<file path="config.mk">
export PLATFORM = sky130hd
export DESIGN_NAME = cycle_ctrl
export DESIGN_NICKNAME = d
export VERILOG_FILES = /design/src/rtl/dram_strobe_pkg.sv /design/src/rtl/cycle_ctrl.sv
export SDC_FILE = /design/constraint.sdc
export NUM_CORES = 1
export LEC_CHECK = 0
export BUFFER_PORTS_ARGS = -buffer_cell sky130_fd_sc_hd__clkbuf_2
export CORE_MARGIN = 8
export CORE_UTILIZATION = 40
export DETAILED_ROUTE_END_ITERATION = 8
export PLACE_DENSITY_LB_ADDON = 0.15
export REMOVE_ABC_BUFFERS = 1
export SETUP_SLACK_MARGIN = 0.15
export SLEW_MARGIN = 10
export SYNTH_ARGS = -nofsm -noshare
export SYNTH_HDL_FRONTEND = slang
export SYNTH_SLANG_ARGS = --single-unit
</file>
<file path="constraint.sdc">
create_clock -name clk -period 1 [get_ports clk]
set_input_delay 0.05 -clock clk [delete_from_list [all_inputs] [get_ports clk]]
set_output_delay 0.05 -clock clk [all_outputs]
set_load 0.02 [all_outputs]
</file>
<file path="src/rtl/dram_strobe_pkg.sv">
package dram_strobe_pkg;

    typedef enum logic [2:0] {
        CYC_IDLE = 3'd0,
        CYC_READ = 3'd1,
        CYC_EWR  = 3'd2,
        CYC_DWR  = 3'd3,
        CYC_ROR  = 3'd4,
        CYC_CBR  = 3'd5,
        CYC_HID  = 3'd6
    } cyc_e;

    localparam int NSTRB = 4;
    localparam int B_RAS = 3;
    localparam int B_CAS = 2;
    localparam int B_WE  = 1;
    localparam int B_OE  = 0;

endpackage

</file>
<file path="src/rtl/cycle_ctrl.sv">
module cycle_ctrl
    import dram_strobe_pkg::*;
#(
    parameter int ROW_W = 3,
    parameter int COL_W = 2,
    parameter int DW    = 4
) (
    input  logic                   clk,
    input  logic                   rst_n,
    input  logic [NSTRB-1:0]       strb_cur,
    input  logic [NSTRB-1:B_WE]    strb_fall,
    input  logic [ROW_W-1:0]       addr_s,
    input  logic [DW-1:0]          data_s,
    input  logic [DW-1:0]          rd_data,
    output logic                   wr_en,
    output logic [ROW_W+COL_W-1:0] wr_addr,
    output logic [DW-1:0]          wr_data,
    output logic [ROW_W+COL_W-1:0] rd_addr,
    output cyc_e                   cyc,
    output logic [ROW_W-1:0]       row,
    output logic [DW-1:0]          dout,
    output logic                   drive
);

    typedef struct packed {
        cyc_e             cyc;
        logic [ROW_W-1:0] row;
        logic [COL_W-1:0] col;
        logic [ROW_W-1:0] cnt;
        logic             hold;
        logic [DW-1:0]    dout;
        logic             drive;
    } st_t;

    st_t st_d, st_q;

    logic ras_lo, cas_lo, we_lo, oe_lo;
    logic ras_fall, cas_fall, we_fall;
    logic cbr_start;
    logic [COL_W-1:0] a_col;

    assign ras_lo    = ~strb_cur[B_RAS];
    assign cas_lo    = ~strb_cur[B_CAS];
    assign we_lo     = ~strb_cur[B_WE];
    assign oe_lo     = ~strb_cur[B_OE];
    assign ras_fall  = strb_fall[B_RAS];
    assign cas_fall  = strb_fall[B_CAS];
    assign we_fall   = strb_fall[B_WE];
    assign a_col     = addr_s[COL_W-1:0];
    assign cbr_start = ras_fall && cas_lo && !cas_fall;

    always_comb begin
        st_d    = st_q;
        wr_en   = 1'b0;
        wr_addr = {st_q.row, st_q.col};
        wr_data = data_s;
        rd_addr = {st_q.row, a_col};

        if (ras_lo && !cas_lo) begin
            st_d.col = a_col;
        end

        if (ras_fall) begin
            if (cbr_start) begin
                st_d.cyc = st_q.hold ? CYC_HID : CYC_CBR;
                st_d.row = st_q.cnt;
                st_d.cnt = st_q.cnt + 1'b1;
            end else begin
                st_d.cyc  = CYC_ROR;
                st_d.row  = addr_s;
                st_d.hold = 1'b0;
            end
        end else if (ras_lo && cas_fall) begin
            st_d.col = a_col;
            if (we_lo) begin
                st_d.cyc  = CYC_EWR;
                st_d.hold = 1'b0;
                wr_en     = 1'b1;
                wr_addr   = {st_q.row, a_col};
            end else begin
                st_d.cyc  = CYC_READ;
                st_d.dout = rd_data;
                st_d.hold = 1'b1;
            end
        end else if (ras_lo && cas_lo && we_fall && st_q.cyc == CYC_READ) begin
            st_d.cyc = CYC_DWR;
            wr_en    = 1'b1;
            wr_addr  = {st_q.row, st_q.col};
        end else if (!ras_lo && !cas_lo) begin
            st_d.cyc = CYC_IDLE;
        end

        if (!cas_lo) begin
            st_d.hold = 1'b0;
        end

        st_d.drive = cas_lo && oe_lo && !we_lo && st_d.hold;
    end

    always_ff @(posedge clk or negedge rst_n) begin
        if (!rst_n) begin
            st_q <= '{cyc: CYC_IDLE, row: '0, col: '0, cnt: '0,
                      hold: 1'b0, dout: '0, drive: 1'b0};
        end else begin
            st_q <= st_d;
        end
    end

    assign cyc   = st_q.cyc;
    assign row   = st_q.row;
    assign dout  = st_q.dout;
    assign drive = st_q.drive;

    // drive only follows a sample with column low, write high, output low
    a_r4_drive_cond: assert property (@(posedge clk) disable iff (!rst_n)
        st_q.drive |-> $past(cas_lo && oe_lo && !we_lo));

    // refresh takes the counter row and advances the counter
    a_r6_cnt_step: assert property (@(posedge clk) disable iff (!rst_n)
        cbr_start |=> (st_q.row == $past(st_q.cnt)) &&
                      (st_q.cnt == ROW_W'($past(st_q.cnt) + 1'b1)));

    // an array write happens only with row, column and write strobes low
    a_r3_write_strobes: assert property (@(posedge clk) disable iff (!rst_n)
        wr_en |-> (ras_lo && cas_lo && we_lo));

    // a hidden refresh leaves the held read data untouched
    a_r7_hidden_keep: assert property (@(posedge clk) disable iff (!rst_n)
        (cbr_start && st_q.hold) |=> $stable(st_q.dout));

    // a row-only refresh never drives the data pins
    a_r2_ror_hiz: assert property (@(posedge clk) disable iff (!rst_n)
        (st_q.cyc == CYC_ROR) |-> !st_q.drive);

endmodule

</file>
Word-level counts from Yosys, hierarchy flattened
Cells that the tools add are included.

cells by class
  $add $sub $neg = 1
  $mul = 0
  div/mod/pow operators = 0
  $lt $le $gt $ge = 0
  equal/unequal tests = 1
  shift-type cells = 0
  multiplexer cells = 23
  bitwise gates (word level) = 4
  reduce and logical (&&, ||, !) cells = 15

operator list
  cell                 number
  $mux 2               8
  $mux 3               4
  $logic_and 1x1->1    11
  $mux 5               2
  $mux 1               8
  $mux 4               1
  $not 1->1            4
  $reduce_bool 4->1    1
  $add 3x1->3 const B  1
  $eq 3x1->1 const B   1
  $reduce_and 3->1     1
  $reduce_and 2->1     1
  $logic_not 1->1      1

word-level totals
  register bits after elaboration = 17
  latch bits = 0
  memory bits (writable) = 0
  ROM bits = 0
  bits of input ports = 20
  output and inout bits = 26
  word-level logic and storage cells = 51
  memories = 0

Longest topological paths before layout
Gate-level depths: netlist of the first run.

  depth in word-level cells = 7
  gate-level depth with buffers = 4
  gate-level depth less buffers = 3

Worst setup path before layout of the first run
OpenSTA, ideal clock, no wires.

  kind = register -> output
  start point = register st_q (netlist bit cyc[1])
  end point = output port wr_en
  data arrival time = 1,047 ps
  required time = 950 ps
  path slack = -97 ps
  cell stages (with the launch flop) = 4
  cell sequence = dfrtp_1 nor4b_1 a22oi_1 nor2_1

on the way
  cells in the longest elaborated chain, start to end = 5

RTL lines
  item                    RTL line           source
  from (decl)             cycle_ctrl.sv:35   st_t st_d, st_q;
  from (signal assigned)  cycle_ctrl.sv:102  st_q <= '{cyc: CYC_IDLE, row: '0, col: '0, cnt: '0,
  from (signal assigned)  cycle_ctrl.sv:105  st_q <= st_d;
  $eq 3x1->1              cycle_ctrl.sv:85   end else if (ras_lo && cas_lo && we_fall && st_q.cyc == CYC_READ) begin
  $logic_and 1x1->1       cycle_ctrl.sv:85
  $mux 1                  cycle_ctrl.sv:85
  $mux 1                  cycle_ctrl.sv:73   end else if (ras_lo && cas_fall) begin
  $mux 1                  cycle_ctrl.sv:63   if (ras_fall) begin
  to (decl)               cycle_ctrl.sv:15   output logic wr_en,

No other way between the ends.

Final worst setup path of the first run
Ends and elaborated chain as after synthesis.

==> results of run 1 <==
[power groups by stage]
stage	Combinational [uW]	Clock, uW	Sequential, uW
6_report	1190	373	976
5_1_grt	1260	416	993
4_1_cts	1060	401	955
3_5_place_dp	737	0	927
3_3_place_gp	728	0	925
2_1_floorplan	230	0	1070
[metrics by stage]
step / power (uW) / instances / util
floorplan: 1300 / 71 / -
global placement: 1650 / 152 / 0.477
detailed placement: 1660 / 152 / 0.477
CTS: 2420 / 166 / 0.623
global route: 2670 / 170 / 0.666
finish: 2540 / 170 / 0.666
[worst max-delay path, cell delays in order (launching register included)]
cell	delay [ns]
sky130_fd_sc_hd__dfrtp_1	0.41
sky130_fd_sc_hd__nor4b_2	0.30
sky130_fd_sc_hd__a22oi_1	0.13
sky130_fd_sc_hd__nor2_1	0.11
sky130_fd_sc_hd__buf_4	0.15
[Yosys cell counts]
cell type                   n
sky130_fd_sc_hd__nor4b_1    1
sky130_fd_sc_hd__inv_2      1
sky130_fd_sc_hd__nand3_1    1
sky130_fd_sc_hd__inv_1      1
sky130_fd_sc_hd__ha_1       1
sky130_fd_sc_hd__nand2_1    2
sky130_fd_sc_hd__and4bb_2   1
sky130_fd_sc_hd__mux2_2     6
sky130_fd_sc_hd__o21ai_0    2
sky130_fd_sc_hd__buf_2      3
sky130_fd_sc_hd__a21oi_1    5
sky130_fd_sc_hd__o21bai_1   3
sky130_fd_sc_hd__mux2_1     3
sky130_fd_sc_hd__clkbuf_1   1
sky130_fd_sc_hd__a32oi_1    1
sky130_fd_sc_hd__mux2i_1    3
sky130_fd_sc_hd__nor4_4     1
sky130_fd_sc_hd__nor3b_1    1
sky130_fd_sc_hd__a31o_2     1
sky130_fd_sc_hd__dfrtp_1   17
sky130_fd_sc_hd__nor2_4     1
sky130_fd_sc_hd__nor4_1     1
sky130_fd_sc_hd__nor3_1     1
sky130_fd_sc_hd__a211oi_1   1
sky130_fd_sc_hd__a22oi_1    1
sky130_fd_sc_hd__nand3b_1   1
sky130_fd_sc_hd__xnor2_1    2
sky130_fd_sc_hd__nor2b_1    4
sky130_fd_sc_hd__buf_4     22
sky130_fd_sc_hd__nor2_1     8
[placed cells by master, fill, tap and decap left out, types with 2 or more instances in the layout]
cell and count:
sky130_fd_sc_hd__clkbuf_2 17, sky130_fd_sc_hd__buf_4 11, sky130_fd_sc_hd__mux2i_1 3, sky130_fd_sc_hd__clkbuf_4 3, sky130_fd_sc_hd__mux2_2 5, sky130_fd_sc_hd__nand2_1 2, sky130_fd_sc_hd__dlygate4sd3_1 6, sky130_fd_sc_hd__nor2b_1 3
sky130_fd_sc_hd__buf_6 12, sky130_fd_sc_hd__buf_8 5, sky130_fd_sc_hd__a21oi_1 5, sky130_fd_sc_hd__clkbuf_8 14, sky130_fd_sc_hd__mux2_4 4, sky130_fd_sc_hd__o21ai_0 2, sky130_fd_sc_hd__o21bai_1 3, sky130_fd_sc_hd__nor2_1 7
sky130_fd_sc_hd__dfrtp_1 17
[final timing paths]
check                           cells past startpoint  endpoint  slack (ns)  startpoint
worst min register to register                      1  st_q[10]        0.52    st_q[10]
worst max register to register                      5    cyc[1]       -0.07      cyc[1]
worst max-delay path                                4     wr_en       -0.44      cyc[1]
worst min-delay path                                2   st_q[9]        0.04   addr_s[0]
min in group asynchronous                           2    cyc[2]        0.23       rst_n
max in group asynchronous                           2   st_q[6]        0.46       rst_n
[layer usage]
metal / vias up / GRT usage / wire, um
met4: 0 / 0.0400 / 12
met1: 396 / 0.135 / 1030
li1: 394 / - / -
met3: 2 / 0.0407 / 153
met2: 25 / 0.193 / 1410
met5: - / 0 / 0
[flip-flops by register name, summed over array words and instances, names as in the netlist]
register and count:
drive 1, dout 4, row 3, cyc 3, st_q 6
[final cells by class]
class	count	area share
clock buffer	3	0.0139
timing repair buffer	65	0.389
tap	30	0.0232
sequential	17	0.263
clock inverter	1	0.00309
multi-input combinational	52	0.303
inverter	2	0.00464
[logic make-up after synthesis]
logic type               synth area share
XOR/XNOR                           0.0172
buffers and inverters               0.188
flip-flops                          0.419
adder cells (fa/ha/maj)            0.0123
AO/OA/AOI/OAI                      0.0887
multiplexers                        0.129
AND/OR/NAND/NOR                     0.145
[timing repair]
action	CTS	global route
hold endpoints to repair	22	0
setup buffers	4	4
setup endpoints to repair	27	29
pin swaps	6	7
hold buffers	6	0
resized for setup	55	20
==> results.yml, run 1 <==
clock_network:
  cts-htree-levels: 1
  clkLatencyLatePin_ns: 0.29
  clk_pin_slew_ns: 0.10
  ctsLongestPathBuffers: 2
  tritoncts.num_buffers: 3
  tritoncts_num_sinks: 17
  cts_root_buf: "sky130_fd_sc_hd__clkbuf_4"
  tritoncts: "done"
power_and_ir_drop:
  power.clock.fraction: 0.147
  proportion_of_power_drawn_by_combinational_gates: 0.468
  power.share.switching: 0.329
  vdd_drop_max_mv: 1.20
  powerDensity_mw_per_mm2: 1570
  cell_internal_pwr_uw: 1700
  switch_pwr_uw: 835
  power.sequential.fraction: 0.385
  leakage_power_total_uw: 0.000750
floorplan:
  rows: 18
  die_x_um: 66.4
  floorplan.die.height_um: 66.4
  ios: 46
  coreArea_mm2: 0.00243
  dieArea_mm2: 0.00441
  floorplan.initialDensity: 0.418
critical_path:
  path_max_fanout: 2
  setup_crit_start_kind: "flip-flop"
  end_kind: "output pin"
  critPathRequiredTime_ns: 0.95
  crit_arrival_ns: 1.39
  path_class: "flip-flop to output pin"
yosys:
  synth_area_leaders: "sky130_fd_sc_hd__dfrtp_1, sky130_fd_sc_hd__buf_4, sky130_fd_sc_hd__mux2_2"
  synthesis.yosys.warnings: 0
  synth_area_per_cell_um2: 10.5
  synth_largest_area_cell: "sky130_fd_sc_hd__dfrtp_1"
  flop_and_latch_count_out_of_synthesis: 17
  synth_area_mm2: 0.00102
  proportion_of_synthesized_chip_area_in_sequential_cells: 0.419
  synth_instances: 97
  synth.distinct_cells: 30
  synth.top_cell.area_share: 0.419
final_layout:
  multi_input_area_um2: 490
  layout.area.seq_um2: 425
  layout.cell_area.non_filler_mm2: 0.00162
  area_growth_pct: 59.4
  diode_insertion_count_for_antenna_repair: 0
  drive_above_1_share: 0.614
  fin_nets: 162
  fillers: 189
routing:
  route.detailed.vias_per_inst: 4.81
  number_of_drc_markers_after_the_initial_detailed_route_iteration: 21
  drt_first_pass_iters: 4
  routedWlPerCell_um: 15.3
  wl_um: 2600
  drc: 0
  drt.antenna.violating_nets: 0
  via_count: 817
flow_run:
  maxCapViolations: 0
sta:
  worst_pin_slew_ns: 0.449
  grt_setup_unrepaired: "true"
  setup-tns-final_ns: -1.15
  finalMaxSlewViolations: 0
  finalHoldWorstSlack_ns: 0.0447
  setup_ws_final_ns: -0.437
  period_needed_ns: 1.44
  slew_headroom: 0.700
  finalHoldViolations: 0
  clock-skew-final_ns: 0.000644
  min_period_over_period: 1.44
  clock.fmax_mhz: 696
  finalSetupViolCount: 7
placed_design:
  placement.cell_area_mm2: 0.00116
  gp_congestion: 0.810
  place.detailed.hpwl_um: 1710
  port_buffers: 37
  post-place-ws_ns: -0.131
global_routing:
  vias_in_the_first_global_route: 839
  gr-total-overflow: 0
  groute.usage.overall: 0.116
  largest_net_degree_at_the_start_of_global_routing: 18
  grt_antenna_before_repair: 0
  grt_first_pass_wirelength_um: 4020
hold_path:
  type_of_the_most_critical_hold_path: "input port to flip-flop"
outcome:
  failing_checks: "setup timing"
  outcome: "finished, violations left"
(Power assumes the default switching activity.)
==> run 2, diff against run 1 <==
Settings changed: ABC_AREA from default to 1, PLACE_DENSITY from default to 0.73, PLACE_DENSITY_LB_ADDON 0.15 to default.
==> run 2 against run 1 <==
Net effect: power down 9.0%; critical endpoint unchanged; core utilization down 1.1 points; first-iteration DRC count up 33%; combinational power down 15%; the run still ends with setup timing left; worst setup slack better by 0.083 ns; area after synthesis down 3.2%.
==> results.yml, run 2 <==
outcome:
  outcome: "finished, violations left"
  failing_checks: "setup timing"
placed_design:
  place.detailed.hpwl_um: 1810
  port_buffers: 37
  gp_congestion: 0.786
final_layout:
  drive_above_1_share: 0.469
  fin_nets: 197
  layout.core_utilization: 0.654
  largest-register: "st_q"
  area_growth_pct: 60.3
  fillers: 198
  layout_common_cells: "sky130_fd_sc_hd__nand2_1, sky130_fd_sc_hd__dfrtp_1, sky130_fd_sc_hd__clkbuf_2, sky130_fd_sc_hd__inv_1, sky130_fd_sc_hd__clkbuf_8"
  layout.cells.most_common: "sky130_fd_sc_hd__nand2_1"
  diode_insertion_count_for_antenna_repair: 0
  largest_register_ffs: 6
sta:
  period_needed_ns: 1.35
  worst_pin_slew_ns: 0.443
  min_period_over_period: 1.35
  grt_setup_unrepaired: "true"
  finalSetupViolCount: 7
  clock.fmax_mhz: 739
  finalMaxSlewViolations: 0
  setup_ws_final_ns: -0.354
  finalHoldViolations: 0
  clock-skew-final_ns: 0.00112
  slew_headroom: 0.705
global_routing:
  vias_in_the_first_global_route: 1076
  grt_first_pass_wirelength_um: 4460
  grt_antenna_before_repair: 0
  gr-total-overflow: 0
  largest_net_degree_at_the_start_of_global_routing: 18
  groute.usage.overall: 0.130
critical_path:
  end_kind: "output pin"
  critPathRequiredTime_ns: 0.95
  cpPeakStageDelay_ns: 0.40
  critPathMostFrequentCell: "sky130_fd_sc_hd__nor2_2"
  cp_num_buf_inv: 2
  register_to_register_setup_slack_ns: -0.33
  path_max_fanout: 2
  setup_crit_start_kind: "flip-flop"
  cp_slowest_cell: "sky130_fd_sc_hd__dfrtp_1"
  critical_path.top_delay_family: "simple AND/OR/NAND/NOR gates"
  crit_chain: "nor2_2 > nand3_2 > nor2_2 > nor2_1 > inv_1 > clkbuf_8"
  crit_arrival_ns: 1.30
  path_class: "flip-flop to output pin"
floorplan:
  floorplan.initialDensity: 0.408
  rows: 18
  ios: 46
  dieArea_mm2: 0.00430
  die_x_um: 65.6
  floorplan.die.height_um: 65.6
  coreArea_mm2: 0.00241
clock_network:
  ctsLongestPathBuffers: 2
  tritoncts.num_buffers: 3
  tritoncts_num_sinks: 17
  clkLatencyLatePin_ns: 0.29
  tritoncts: "done"
  clk_pin_slew_ns: 0.10
  cts_root_buf: "sky130_fd_sc_hd__clkbuf_4"
  cts-htree-levels: 1
yosys:
  number_of_flops_mapped_to_enable_cells_by_yosys: 0
  proportion_of_synthesized_chip_area_in_sequential_cells: 0.433
  synth.distinct_cells: 18
  yosysMostFrequentCell: "sky130_fd_sc_hd__nand2_1"
  synthesis.yosys.warnings: 0
  synth_area_per_cell_um2: 7.81
  flop_and_latch_count_out_of_synthesis: 17
  synth_instances: 126
  ys_top_cells_by_count: "sky130_fd_sc_hd__nand2_1, sky130_fd_sc_hd__buf_4, sky130_fd_sc_hd__dfrtp_1, sky130_fd_sc_hd__inv_1, sky130_fd_sc_hd__nor2_1"
  synth.top_cell.area_share: 0.433
  synthArstFlopShare: 1.00
  dominantRegCellSynth: "sky130_fd_sc_hd__dfrtp_1"
  synth_area_leaders: "sky130_fd_sc_hd__dfrtp_1, sky130_fd_sc_hd__buf_4, sky130_fd_sc_hd__nand2_1"
  synth_largest_area_cell: "sky130_fd_sc_hd__dfrtp_1"
  synth_area_um2: 983
routing:
  via_count: 955
  wl_um: 2810
  routedWlPerCell_um: 13.7
  number_of_drc_markers_after_the_initial_detailed_route_iteration: 28
  route.detailed.vias_per_inst: 4.66
  drt_first_pass_iters: 4
  drt.antenna.violating_nets: 0
  drc: 0
power_and_ir_drop:
  powerDensity_mw_per_mm2: 1470
  power_uw: 2310
  vdd_drop_max_mv: 1.37
  leakage_power_total_uw: 0.000875
flow_run:
  maxCapViolations: 0
hold_path:
  type_of_the_most_critical_hold_path: "input port to flip-flop"
## run 2: kinds of logic after synthesis
kind of cell / after synthesis / share of synthesized area
flip-flops: 17 / 0.433
buffers and inverters: 40 / 0.237
adder cells (fa/ha/maj): 1 / 0.0127
AO/OA/AOI/OAI: 13 / 0.0674
XOR/XNOR: 1 / 0.00891
AND/OR/NAND/NOR: 54 / 0.242
## run 2: layout make-up
class | count | area, um2 | share of cell area
inverters | 18 | 70.1 | 0.0444
repair buffers | 67 | 628 | 0.398
multi-input cells | 69 | 388 | 0.246
flip-flops and latches | 17 | 425 | 0.270
clock inverters | 1 | 5.00 | 0.00317
well taps | 30 | 37.5 | 0.0238
clock buffers | 3 | 22.5 | 0.0143
## run 2: timing repair
action,4_1_cts,5_1_grt
hold buffers,7,0
hold endpoints to repair,23,0
pin swaps,11,7
setup endpoints to repair,26,30
setup buffers,10,5
gates resized for setup,51,20
## run 2: path summary, 6_finish.rpt
kind                                start       end  cells past startpoint
worst max-delay path               cyc[1]     wr_en                      6
worst min-delay path            addr_s[1]  st_q[10]                      3
worst max register to register     cyc[1]    cyc[1]                      8
worst min register to register    dout[2]   dout[2]                      2
max in group asynchronous           rst_n   st_q[9]                      2
min in group asynchronous           rst_n   st_q[7]                      2
## run 2: worst min-delay path, delay by kind of cell
kind	cells	cell delay, ns
and+or+nand+nor	1	0.05
buffers and inverters	1	0.12
AOI/OAI and AO/OA	1	0.06
## run 2: routing by layer
metal / global-route usage / vias to the layer above / wire length (um)
met1: 0.119 / 444 / 1050
met5: 0 / - / 0
li1: - / 465 / -
met4: 0.0654 / 0 / 55
met3: 0.0493 / 8 / 226
met2: 0.244 / 38 / 1480
## run 2: where the power goes
group          switching [uW]  internal [uW]
logic                     455            552
clock network             221            149
registers                 118            815
total                     795           1520
## run 2: per-stage QoR
stage	instance area, um2	std cells	TNS (ns)	setup slack (ns)	hold WS [ns]
3_5_place_dp	1100	179	-0.0518	-0.0518	0.0145
6_report	1580	205	-1.55	-0.354	0.0187
3_3_place_gp	1100	179	0	0.0269	0.00280
5_1_grt	1580	205	-2.04	-0.428	0.0274
2_1_floorplan	818	104	-0.0571	-0.0472	-0.246
4_1_cts	1480	200	-1.17	-0.365	0.00563
